===== config.mk =====
export PLATFORM = sky130hd
export DESIGN_NAME = bcd_decade_divider
export DESIGN_NICKNAME = d
export VERILOG_FILES = /design/src/rtl/fdiv_pkg.sv /design/src/rtl/fdiv_zero_detect.sv /design/src/rtl/fdiv_decade.sv /design/src/rtl/bcd_decade_divider.sv
export SDC_FILE = /design/constraint.sdc
export NUM_CORES = 1
export LEC_CHECK = 0
export ABC_AREA = 1
export CORE_UTILIZATION = 47
export DETAILED_ROUTE_END_ITERATION = 10
export PLACE_DENSITY = 0.74
export SYNTH_ARGS = -nofsm -noshare
export SYNTH_HDL_FRONTEND = slang
export SYNTH_HIERARCHICAL = 1
export SYNTH_SLANG_ARGS = --single-unit

===== constraint.sdc =====
create_clock -name clk -period 2.65 [get_ports clk]
set_input_delay 0.795 -clock clk [delete_from_list [all_inputs] [get_ports clk]]
set_output_delay 0.795 -clock clk [all_outputs]
set_load 0.02 [all_outputs]

===== src/rtl/fdiv_pkg.sv =====
package fdiv_pkg;

   typedef logic [3:0] bcd_digit_t;

   localparam bcd_digit_t BCD_TOP = 4'd9;

   // One decimal step downward, wrapping 0 to 9.
   function automatic bcd_digit_t bcd_step_down(input bcd_digit_t d);
      return (d == '0) ? BCD_TOP : bcd_digit_t'(d - 4'd1);
   endfunction

endpackage


===== src/rtl/fdiv_zero_detect.sv =====
module fdiv_zero_detect #(
   parameter int DIGITS = 3,
   localparam int W = 4 * DIGITS
) (
   input  logic [W-1:0] digits,
   output logic         all_zero
);
   logic [DIGITS-1:0] digit_zero;

   for (genvar g = 0; g < DIGITS; g++) begin : g_digit
      assign digit_zero[g] = (digits[4*g +: 4] == 4'd0);
   end

   assign all_zero = &digit_zero;
endmodule


===== src/rtl/fdiv_decade.sv =====
module fdiv_decade
   import fdiv_pkg::*;
(
   input  logic       clk,
   input  logic       rst,
   input  bcd_digit_t preset_digit,
   input  logic       reload,
   input  logic       count_en,
   output bcd_digit_t digit_q,
   output logic       borrow_out
);
   bcd_digit_t base_d;
   bcd_digit_t next_d;

   always_comb begin
      base_d = reload ? preset_digit : digit_q;
      next_d = count_en ? bcd_step_down(base_d) : base_d;
   end

   // Next decade may step only when this one wraps from zero.
   assign borrow_out = count_en & (base_d == '0);

   always_ff @(posedge clk or posedge rst) begin
      if (rst) digit_q <= '0;
      else     digit_q <= next_d;
   end
endmodule


===== src/rtl/bcd_decade_divider.sv =====
module bcd_decade_divider
   import fdiv_pkg::*;
#(
   parameter int DIGITS = 3,
   localparam int W = 4 * DIGITS
) (
   input  logic         clk,
   input  logic         rst,
   input  logic [W-1:0] divisor_bcd,
   output logic         div_out_n
);
   if (DIGITS < 1 || DIGITS > 9) begin : g_bad_digits
      $error("bcd_decade_divider: DIGITS must lie in 1..9");
   end

   logic [W-1:0]    chain_q;
   logic [DIGITS:0] enable_chain;
   logic            divisor_zero;
   logic            chain_zero;
   logic            run;
   logic            fresh_q;
   logic            reload;

   fdiv_zero_detect #(.DIGITS(DIGITS)) u_div_zero (
      .digits   (divisor_bcd),
      .all_zero (divisor_zero)
   );

   fdiv_zero_detect #(.DIGITS(DIGITS)) u_chain_zero (
      .digits   (chain_q),
      .all_zero (chain_zero)
   );

   assign run             = ~divisor_zero;
   assign reload          = run & (fresh_q | chain_zero);
   assign enable_chain[0] = run;

   for (genvar g = 0; g < DIGITS; g++) begin : g_decade
      fdiv_decade u_decade (
         .clk          (clk),
         .rst          (rst),
         .preset_digit (divisor_bcd[4*g +: 4]),
         .reload       (reload),
         .count_en     (enable_chain[g]),
         .digit_q      (chain_q[4*g +: 4]),
         .borrow_out   (enable_chain[g+1])
      );
   end

   // Marks the state right after reset, before the divisor has been taken.
   always_ff @(posedge clk or posedge rst) begin
      if (rst)      fresh_q <= 1'b1;
      else if (run) fresh_q <= 1'b0;
   end

   assign div_out_n = ~(run & ~fresh_q & chain_zero);
endmodule


==> run summary, run 1 <==
The run finished with clean final reports. The leftover overflow at the end of global routing came out at 0. The number of port buffers is 14. The peak fanout along the critical path is 5. The largest buffer count on any clock path came out at 2.

The type of the worst setup path is in -> reg. For this design the top-level I/O count stands at 15. The iteration count of the initial detailed-routing pass is 4. The part of the cycle the worst path needs came out at 96.3%. The global-route usage over all layers is 23.8%. The worst-margin pin slew is 0.199 ns. Detailed placement finished with a half-perimeter wire length of 1870 microns. The final total power came out at 0.00114 W. In this run the number of H-tree levels came out at 1.

The via count is 1074. For this design the ratio of total power to cell area is 777 mW/mm^2. For the worst flop-to-flop path, the logic depth is 19.

The placeable core region came out at 0.00196 sq mm. The finished layout holds 225 standard cells, fillers aside. The effective utilization at floorplan came out at 49.6%. The worst path needs 2.55 ns of the cycle, external delays included. Using the TritonRoute via totals, the vias-per-cell ratio works out to 4.77. Averaged over all synthesized cells, the footprint is 6.45 sq um. Setup violations remaining at the end of the flow were counted as 0. The path class of the tightest hold or removal check is reg -> reg. The utilization of the core after routing is 74.6%.

The number of pins exceeding their max-slew limit in the final report is 0. The total wirelength of the detailed-routed design is 2400 microns. Setup slack on the worst reg-to-reg path comes out at 0.49 ns. The post-synthesis net count came out at 165.

The count of nets left with antenna violations once routing finished came out at 0. The required time of the worst setup path is 2.82 ns. The number of clock sinks is 13. The total of max-cap violations is 0. The fraction of layout instances using a drive strength above 1 came out at 38.9%. The worst voltage drop across the vdd grid is 0.662 mV. The synthesized area came out at 973 sq um. The row count is 16. The number of global-route vias before repair came to 971.

The count of inserted antenna diode cells came out at 0. The worst setup path is captured at a register. In this run the worst setup path begins at divisor_bcd[1].

Summed over all cells, the static leakage comes to 0.819 nW. The number of antenna violations at the first check in global routing is 0. The congestion estimate from routability-driven global placement came to 0.818. After detailed placement, the design holds a cell count of 216. In this run the worst setup path terminates at g_decade[2].u_decade/digit_q[3]. CTS placed an instance of sky130_fd_sc_hd__clkbuf_4 at the clock tree root. The routed wirelength normalized by instance count came out at 10.7 microns.

Measured against its own limit, the worst slew margin works out to 86.7%. In this run, CTS created clock tree buffers numbering 3. TritonCTS built the clock tree.

The first-iteration detailed-routing DRC count came out at 30. The origin of the critical flop-to-flop path is g_decade[0].u_decade/digit_q[0]. After clock tree synthesis, the clock-pin slew on the worst setup and hold paths is 0.08 ns. The largest net degree at the start of global routing is 8. The worst setup path is launched from an input port. Data arrives at the worst endpoint at 2.72 ns. Synthesis produced 151 cells. The global-route wire length before repair is 3750 microns. The number of remaining DRC errors is 0. In this run the critical register-to-register path is captured at g_decade[2].u_decade/digit_q[3]. The number of nets at the end of the flow came out at 213. The die boundary width is 47.5 microns.

Based on the critical path, the design can be clocked at up to 392 MHz. The area overhead of the layout relative to synthesis is 50.4%. The total count of hold-check failures in the final report came out at 0. The chip height is 47.5 microns.

The overall die area is 0.00226 sq mm. Clock skew on the completed layout was measured at 0.00566 ns. Counting instances, the worst hold path has a depth of 2.

The clock insertion delay at the later pin of the skew report came out at 0.27 ns. The number of warnings printed during yosys synthesis came out at 6.
[where the power goes]
group / switching [W] / total (W) / leakage (nW) / internal [W]
clock network: 0.0000630 / 0.000121 / 0.0150 / 0.0000583
registers: 0.0000617 / 0.000349 / 0.155 / 0.000287
logic: 0.000360 / 0.000667 / 0.649 / 0.000307
total: 0.000485 / 0.00114 / 0.819 / 0.000653
[repair_timing]
| action | in CTS | in global routing |
|---|---|---|
| endpoints found under the setup margin | 8 | 6 |
| buffers inserted | 4 | 1 |
| gates resized for setup | 24 | 18 |
| hold buffers | 0 | 0 |
| pin swaps | 11 | 14 |
[routing by layer]
layer	vias up	routed length [microns]	GRT usage, %	share of wire (%)
met4	0	40	8.00	1.7
met5	-	0	0	0
met1	505	981	27.2	41
met3	6	76	3.77	3.2
li1	540	-	-	-
met2	23	1300	44.7	54
[worst max-delay path: stages]
cell	delay (ns)
sky130_fd_sc_hd__dlygate4sd2_1	0.26
sky130_fd_sc_hd__inv_1	0.05
sky130_fd_sc_hd__nand2_1	0.06
sky130_fd_sc_hd__nor2_1	0.12
sky130_fd_sc_hd__nand2_1	0.08
sky130_fd_sc_hd__nor2_2	0.11
sky130_fd_sc_hd__buf_6	0.12
sky130_fd_sc_hd__nor2_4	0.05
sky130_fd_sc_hd__buf_6	0.14
sky130_fd_sc_hd__buf_4	0.13
sky130_fd_sc_hd__nand2_1	0.07
sky130_fd_sc_hd__nand2_2	0.07
sky130_fd_sc_hd__nor2_2	0.13
sky130_fd_sc_hd__nand3_2	0.10
sky130_fd_sc_hd__inv_2	0.09
sky130_fd_sc_hd__nand3_4	0.09
sky130_fd_sc_hd__nor2_4	0.12
sky130_fd_sc_hd__nand2_1	0.06
sky130_fd_sc_hd__nand2_1	0.05
sky130_fd_sc_hd__nand2_1	0.04
[worst min path at each step]
stage / from / endpoint / slack (ns)
global route: fresh_q / fresh_q / 0.48
global placement: fresh_q / fresh_q / 0.44
floorplan: fresh_q / fresh_q / 0.43
finish: fresh_q / fresh_q / 0.46
detailed placement: fresh_q / fresh_q / 0.45
CTS: fresh_q / fresh_q / 0.46
[state kept, by name, indices dropped and copies added, names as in the netlist]
signal	cells
g_decade.u_decade/digit_q	12
fresh_q	1
[per-stage QoR]
stage / setup WS [ns] / hold WS (ns) / area [sq um] / TNS [ns]
floorplan: 0.0170 / 0.431 / 976 / 0
CTS: 0.0281 / 0.460 / 1410 / 0
global route: -0.0111 / 0.483 / 1460 / -0.0111
global placement: -0.465 / 0.442 / 1330 / -3.22
finish: 0.0981 / 0.460 / 1460 / 0
detailed placement: -0.531 / 0.449 / 1330 / -3.71
[cells in the final DEF, fill, tap and decap left out, types with 3 or more instances in the layout]
cell and n:
sky130_fd_sc_hd__dlygate4sd2_1 5, sky130_fd_sc_hd__nand2_2 20, sky130_fd_sc_hd__nor2_2 5, sky130_fd_sc_hd__clkbuf_4 3, sky130_fd_sc_hd__inv_1 25, sky130_fd_sc_hd__buf_4 26
sky130_fd_sc_hd__inv_2 4, sky130_fd_sc_hd__clkdlybuf4s15_1 3, sky130_fd_sc_hd__buf_6 3, sky130_fd_sc_hd__nand3_1 4, sky130_fd_sc_hd__dfrtp_1 12, sky130_fd_sc_hd__nand3_2 4
sky130_fd_sc_hd__o21ai_1 3, sky130_fd_sc_hd__dlymetal6s2s_1 4, sky130_fd_sc_hd__nand2_1 45, sky130_fd_sc_hd__nand2_4 3, sky130_fd_sc_hd__nor2_4 5, sky130_fd_sc_hd__xor2_1 3
sky130_fd_sc_hd__o21ai_0 3, sky130_fd_sc_hd__nor2_1 12
[cell type report]
| cell class | instances | area, sq um |
|---|---|---|
| clock buffers | 4 | 26.3 |
| fillers | 173 | 498 |
| inverters | 30 | 115 |
| multi-input cells | 108 | 594 |
| flip-flops and latches | 13 | 327 |
| well taps | 27 | 33.8 |
| repair buffers | 43 | 368 |
Power figures use the tool's default switching activity.
==> inputs of run 2 (changes only) <==
--- a/config.mk
+++ b/config.mk
@@ -5,8 +5,7 @@
 export SDC_FILE = /design/constraint.sdc
 export NUM_CORES = 1
 export LEC_CHECK = 0
-export ABC_AREA = 1
-export CORE_UTILIZATION = 47
+export CORE_UTILIZATION = 48
 export DETAILED_ROUTE_END_ITERATION = 10
 export PLACE_DENSITY = 0.74
 export SYNTH_ARGS = -nofsm -noshare
==> run 2 against run 1 <==
Effect of this change: the flow now finishes with violations (setup timing); die area up 5.0%; non-clock buffer count up 11; register-to-register slack worse by 0.54 ns; power down 1.7%; worst setup slack worse by 0.25 ns; critical endpoint is now g_decade[2].u_decade/digit_q[2].
==> run summary, run 2 <==
The run finished, with violations left. The checks that failed: setup timing. Buffers placed on the I/O ports in this run total 14. The final total power came out at 0.00112 W. The die boundary width is 48.7 microns. The number of warnings printed during yosys synthesis came out at 6. The longest individual stage delay on the worst path came out at 0.28 ns. The routed design could run at a clock period as short as 2.80 ns. The clock insertion delay at the later pin of the skew report is 0.29 ns. The largest net degree at the start of global routing is 13. At the placement stage, the worst setup path has a slack of -0.900 ns. The number of nets at the end of the flow came out at 176. The first-iteration detailed-routing DRC count is 26. Fill cells in the final layout number 116. TritonCTS built the clock tree. The part of the power in the clock network is 11.8%. The startpoint identified for the worst hold timing path is fresh_q. The clock drives 13 sinks. Counting flops per register, the top entry is g_decade.u_decade/digit_q. The die covers 0.00237 sq mm. The number of antenna violations at the first check in global routing came out at 0.

The number of levels the H-tree was split into is 1. Synthesis produced a netlist whose cell count is 106. The setup path with the least slack is of type in -> reg. The number of failing setup endpoints in the final timing report is 3.

The area overhead of the layout relative to synthesis is 59.3%. The kind of capture point of the worst setup path is a register. Internal power comes to 0.000678 W.

In this run the cell area of the synthesized design comes to 0.00105 sq mm. The critical path startpoint category is an input port. For the final routed database, the setup TNS stands at -0.245 ns. The beginning of the critical path is divisor_bcd[8]. VDD sags by at most 0.593 mV.

The area occupied by multi-input gates is 835 sq um. Setup repair after global routing could not meet its margin everywhere. The routed wirelength normalized by instance count came out at 19.3 microns. The signal on the critical path passes through buf_6, nor4_4, and3_4, o21ba_4, o32ai_4, nor2b_4, o21ai_4, nor2b_4, nor3b_4, mux2i_2, a211oi_2.

In this run the worst path has a maximum fanout of 8. The fraction of power consumed by combinational cells came out at 58.2%. The worst register-to-register path begins at g_decade[1].u_decade/digit_q[2].

The row count is 16. In the final layout, the registers with the most flip-flops are g_decade.u_decade/digit_q (12), fresh_q (1). The total net switching power is 0.000440 W. The part of the cycle the worst path needs is 106%.

The most numerous cell type found on the critical path is sky130_fd_sc_hd__nor2b_4. The flip-flop count of the largest register, all copies and words added came out at 12. The iteration count of the initial detailed-routing pass came out at 4.

The number of top-level pins is 15. Routability-driven placement finished with a final weighted congestion of 0.877. The largest buffer count on any clock path came out at 2. The global-route usage over all layers is 32.4%. The total CTS buffers came out at 3. The slowest stage of the critical path is the sky130_fd_sc_hd__mux2i_2 cell. The sequential fraction of design power came out at 30.0%. The net switching share of the total power came out at 39.3%. Across the routed clock network, the largest skew measured is 0.00285 ns. The repair_antennas step left the layout with diodes totalling 0. The smallest hold slack is 0.543 ns. For this configuration, the core starts out at a cell density of 52.2%. The final worst slack is -0.154 ns. The number of routed nets with antenna violations is 0. The worst slew margin relative to its limit is 76.5%. The required time of the worst setup path is 2.82 ns. The total count of hold-check failures in the final report came out at 0. The via count came out at 1126. The logic depth of the worst register-to-register path is 11. The total of max-cap violations came out at 0. The leftover overflow at the end of global routing is 0. The cell sitting at the root of the clock tree is a sky130_fd_sc_hd__clkbuf_4. The number of nets in the synthesized netlist is 120. The clock transition at the registers of the reported paths came out at 0.08 ns.

The library cell used most frequently in the layout, excluding fill and tap cells, is sky130_fd_sc_hd__buf_4. The worst-margin pin slew is 0.351 ns. The placeable core region came out at 0.00200 sq mm. The min-delay analysis places its worst path in the category reg -> reg. The arrival time reported for the critical path endpoint came out at 2.97 ns. The maximum clock rate is 357 MHz. The number of pins exceeding their max-slew limit in the final report came out at 0. The register area is 327 sq um.

The number of remaining DRC errors came out at 0. The post-detailed-route via-to-cell ratio came out at 5.99. Once layout is complete, the utilization of the core stands at 83.3%. The first global-routing pass estimated 5740 microns of wire. Wires add up to 3620 microns. Once detailed placement completed, the half-perimeter wirelength came to 2350 microns. The top cell types in the final layout, fill and taps aside, are 37 x sky130_fd_sc_hd__buf_4, 12 x sky130_fd_sc_hd__dfrtp_1, 9 x sky130_fd_sc_hd__xnor2_1. In this run the vertical extent of the chip is 48.7 microns. The count of cells along the worst hold path is 1. The static leakage power is 0.652 nW.

The fraction of layout instances using a drive strength above 1 is 54.7%. The mean cell area of the mapped netlist is 9.87 sq um. The number of global-route vias before repair is 1163. For this design the ratio of total power to cell area is 671 mW/mm^2.
run 2: worst max-delay path: cells and delay by family:
family                 cells  cell delay [ns]
buffers and inverters      1             0.10
and+or+nand+nor            5             1.15
muxes                      1             0.28
AOI/OAI and AO/OA          4             0.63
run 2: path summary, 6_finish.rpt:
check | end | slack [ns]
worst max-delay path | g_decade[2].u_decade/digit_q[2] | -0.15
worst min-delay path | fresh_q | 0.54
worst max register to register | g_decade[2].u_decade/digit_q[2] | -0.05
worst min register to register | fresh_q | 0.54
max in group asynchronous | g_decade[1].u_decade/digit_q[1] | 1.66
min in group asynchronous | g_decade[2].u_decade/digit_q[0] | 0.78
run 2: cell type report:
| cell class | instances | area share, % |
|---|---|---|
| Tap cell | 27 | 2.03 |
| Timing Repair Buffer | 54 | 24.9 |
| Sequential cell | 13 | 19.6 |
| Clock buffer | 4 | 1.58 |
| Multi-Input combinational cell | 82 | 50.1 |
| Inverter | 8 | 1.80 |
run 2: power groups by stage:
stage | clock network [W] | registers, W | logic (W)
floorplan | 0 | 0.000361 | 0.000275
detailed placement | 0 | 0.000330 | 0.000539
finish | 0.000132 | 0.000336 | 0.000651
CTS | 0.000128 | 0.000329 | 0.000572
global route | 0.000142 | 0.000345 | 0.000684
global placement | 0 | 0.000329 | 0.000511
run 2: repair_timing:
action	CTS	global route
pin swaps	8	9
endpoints found under the setup margin	9	7
resized for setup	64	13
setup buffers	9	3
hold buffers	0	0
run 2: metal layers:
| layer | GRT usage [%] | up-vias | share of wire, % |
|---|---|---|---|
| li1 | - | 517 | - |
| met1 | 39.7 | 564 | 41 |
| met2 | 54.6 | 37 | 52 |
| met3 | 6.60 | 8 | 4.2 |
| met4 | 14.2 | 0 | 1.9 |
| met5 | 0 | - | 0 |
run 2: metrics by stage:
step | area (sq um) | std cells
2_1_floorplan | 1100 | 106
3_3_place_gp | 1470 | 173
3_5_place_dp | 1470 | 173
4_1_cts | 1600 | 186
5_1_grt | 1670 | 188
6_report | 1670 | 188
==> inputs of run 3 (changes only) <==
--- a/config.mk
+++ b/config.mk
@@ -7,6 +7,7 @@
 export LEC_CHECK = 0
 export CORE_UTILIZATION = 48
 export DETAILED_ROUTE_END_ITERATION = 10
+export MAX_ROUTING_LAYER = met4
 export PLACE_DENSITY = 0.74
 export SYNTH_ARGS = -nofsm -noshare
 export SYNTH_HDL_FRONTEND = slang
==> run 3 against run 2 <==
Effect of this change: cell count down 0.53%; critical path depth unchanged; sequential cell count stayed put; non-clock buffer count shrank 1; critical path type unchanged; clock power barely moved; first-iteration DRC count rose by 3.8%; global-route usage increased by 1.0 points; largest power group unchanged; register-to-register slack got worse by 0.03 ns; combinational power hardly changed; fmax down 0.20%; the run still ends with setup timing left; cell area is 0.45% lower.
==> run summary, run 3 (synthesis results as in run 2) <==
The run finished, with violations left. The final reports fail on setup timing. The total CTS buffers is 3.

The clock insertion delay at the later pin of the skew report came out at 0.29 ns. TritonCTS built the clock tree. The number of port buffers came out at 14. Summed over all cells, the static leakage comes to 0.647 nW. Overall power consumption after layout is estimated at 0.00112 W.

The global-route usage over all layers is 33.4%. The placeable core region is 0.00200 sq mm. The largest buffer count on any clock path is 2. The register area is 327 sq um. The largest net degree at the start of global routing is 13. In the routed design, unresolved DRC markers number 0.

The worst hold path terminates at fresh_q. The first global-routing pass estimated 5760 microns of wire. Before antenna repair, the detailed router went through 4 iterations. The final worst slack is -0.160 ns. The final layout contains 175 nets. Measured along the y axis, the die boundary spans 48.7 microns.

Along the worst hold path, the cell count comes to 1. The register-to-register path setup slack is -0.08 ns. The number of global-route vias before repair is 1162. The area occupied by multi-input gates came out at 835 sq um.

met2 is the most crowded layer. The overall die area came out at 0.00237 sq mm. In this run the critical register-to-register path is captured at g_decade[2].u_decade/digit_q[2]. Setup repair after global routing could not meet its margin everywhere. The number of buffers inserted by hold repair at cts came out at 0.

STA classifies the critical path endpoint as a register. In this run the worst path has a maximum fanout of 8. For the final database, setup skew stands at 0.00678 ns. The area overhead of the layout relative to synthesis is 58.6%.

The min-delay analysis places its worst path in the category reg -> reg. The clock transition at the registers of the reported paths came out at 0.09 ns. Global routing used 39.5% of the available met1 tracks. The part of the cycle the worst path needs came out at 106%. The required time of the worst setup path is 2.82 ns. In this run the most critical hold path is launched from fresh_q.

The met3 global-route usage came out at 6.60%. The post-detailed-route via-to-cell ratio came out at 6.03. The library cells used most frequently in the layout, excluding fill and tap cells, are 36 x sky130_fd_sc_hd__buf_4, 12 x sky130_fd_sc_hd__dfrtp_1, 9 x sky130_fd_sc_hd__xnor2_1. Measured against its own limit, the worst slew margin works out to 77.1%. Data on the critical path arrives at its endpoint at 2.98 ns.

For this block, the initial DRC count from the detailed router was 27. The flip-flop count of the largest register, all copies and words added came out at 12. STA classifies the critical path startpoint as an input port. The leftover overflow at the end of global routing is 0.

The initial utilization of the core area, before any placement, comes to 52.2%. Based on the critical path, the design can be clocked at up to 356 MHz. 0 antenna diodes ended up in the layout.

Once detail routing completed, the nets flagged for antenna violations numbered 0. The via count came out at 1128. The number of antenna violations at the first check in global routing came out at 0. The total of max-cap violations is 0.

The number of top-level pins came out at 15. In the global route stage, met2 resource usage came out at 55.1%. The worst-margin pin slew came out at 0.341 ns. The summed negative setup slack over all endpoints came out at -0.302 ns. For this design the ratio of total power to cell area is 674 mW/mm^2. The logic depth of the worst register-to-register path is 11. Counting every sink on the clock net gives 13. The startpoint identified for the worst register-to-register timing path is g_decade[1].u_decade/digit_q[2].

The number of filler instances in the final layout came out at 118. The library cell used most frequently in the layout, excluding fill and tap cells, is sky130_fd_sc_hd__buf_4. The number of levels the H-tree was split into came out at 1. The die boundary width came out at 48.7 microns. The worst voltage drop across the vdd grid came out at 0.601 mV. In the final layout, the registers with the most flip-flops are g_decade.u_decade/digit_q (12), fresh_q (1).

The type of the worst setup path is in -> reg. In the final layout, the share of cells above drive strength 1 is 54.4%. The floorplan has 16 rows. The largest register by flop count is g_decade.u_decade/digit_q. The clock period minus final worst setup slack is 2.81 ns. Clock tree synthesis selected as its root buffer the cell sky130_fd_sc_hd__clkbuf_4. The routed wirelength normalized by instance count is 19.3 microns.

The detailed placement HPWL came out at 2350 microns. The total count of hold-check failures in the final report came out at 0. The total wirelength of the detailed-routed design is 3620 microns. The congestion estimate from routability-driven global placement came to 0.892.

The number of pins exceeding their max-slew limit in the final report came out at 0. The number of failing setup endpoints in the final timing report came out at 3.
run 3: cell types whose count changed in the layout (fill, tap and decap cells not counted):
cell	before	now
sky130_fd_sc_hd__buf_4	37	36
run 3: worst max-delay path by stage:
stage / start / to / slack (ns) / cells after the start
2_1_floorplan: divisor_bcd[1] / g_decade[2].u_decade/digit_q[2] / -0.20 / 11
3_3_place_gp: divisor_bcd[11] / g_decade[2].u_decade/digit_q[2] / -0.81 / 11
3_5_place_dp: divisor_bcd[11] / g_decade[2].u_decade/digit_q[2] / -0.90 / 11
4_1_cts: divisor_bcd[11] / g_decade[2].u_decade/digit_q[2] / -0.15 / 12
5_1_grt: g_decade[1].u_decade/digit_q[2] / g_decade[2].u_decade/digit_q[2] / -0.22 / 11
6_report: divisor_bcd[8] / g_decade[2].u_decade/digit_q[2] / -0.16 / 11
run 3: area by class of cell:
type	count	area share (%)
multi-input cells	82	50.3
flip-flops and latches	13	19.7
inverters	8	1.81
repair buffers	53	24.6
clock buffers	4	1.58
well taps	27	2.04
run 3: per-stage QoR:
stage	instances	cell area [sq um]	setup slack, ns	util [%]	hold WS [ns]
after floorplan	106	1100	-0.204	-	0.516
after global placement	173	1470	-0.805	73.4	0.524
after detailed placement	173	1470	-0.900	73.4	0.532
after CTS	186	1600	-0.151	80.1	0.544
after global routing	187	1660	-0.222	82.9	0.552
final	187	1660	-0.160	82.9	0.543
run 3: what timing repair did:
| item | in CTS | in global routing |
|---|---|---|
| endpoints found under the setup margin | 9 | 7 |
| buffers inserted | 9 | 2 |
| pin swaps | 8 | 9 |
| resized for setup | 64 | 13 |
run 3: metal layers:
layer	wire, microns	share of wire [%]
met5	0	0
met4	100	2.8
met2	1850	51
met3	161	4.5
met1	1500	41
run 3: worst max-delay path, stage by stage:
cell                       delay (ns)
sky130_fd_sc_hd__buf_6           0.10
sky130_fd_sc_hd__nor4_4          0.28
sky130_fd_sc_hd__and3_4          0.25
sky130_fd_sc_hd__o21ba_4         0.21
sky130_fd_sc_hd__o32ai_4         0.24
sky130_fd_sc_hd__nor2b_4         0.22
sky130_fd_sc_hd__o21ai_4         0.08
sky130_fd_sc_hd__nor2b_4         0.18
sky130_fd_sc_hd__nor3b_4         0.24
sky130_fd_sc_hd__mux2i_2         0.27
sky130_fd_sc_hd__a211oi_2        0.10
run 3: report_power, final:
part	leakage, nW	internal, W	switching (W)
sequential	0.154	0.000271	0.0000648
clock	0.0150	0.0000586	0.0000743
combinational	0.478	0.000348	0.000300
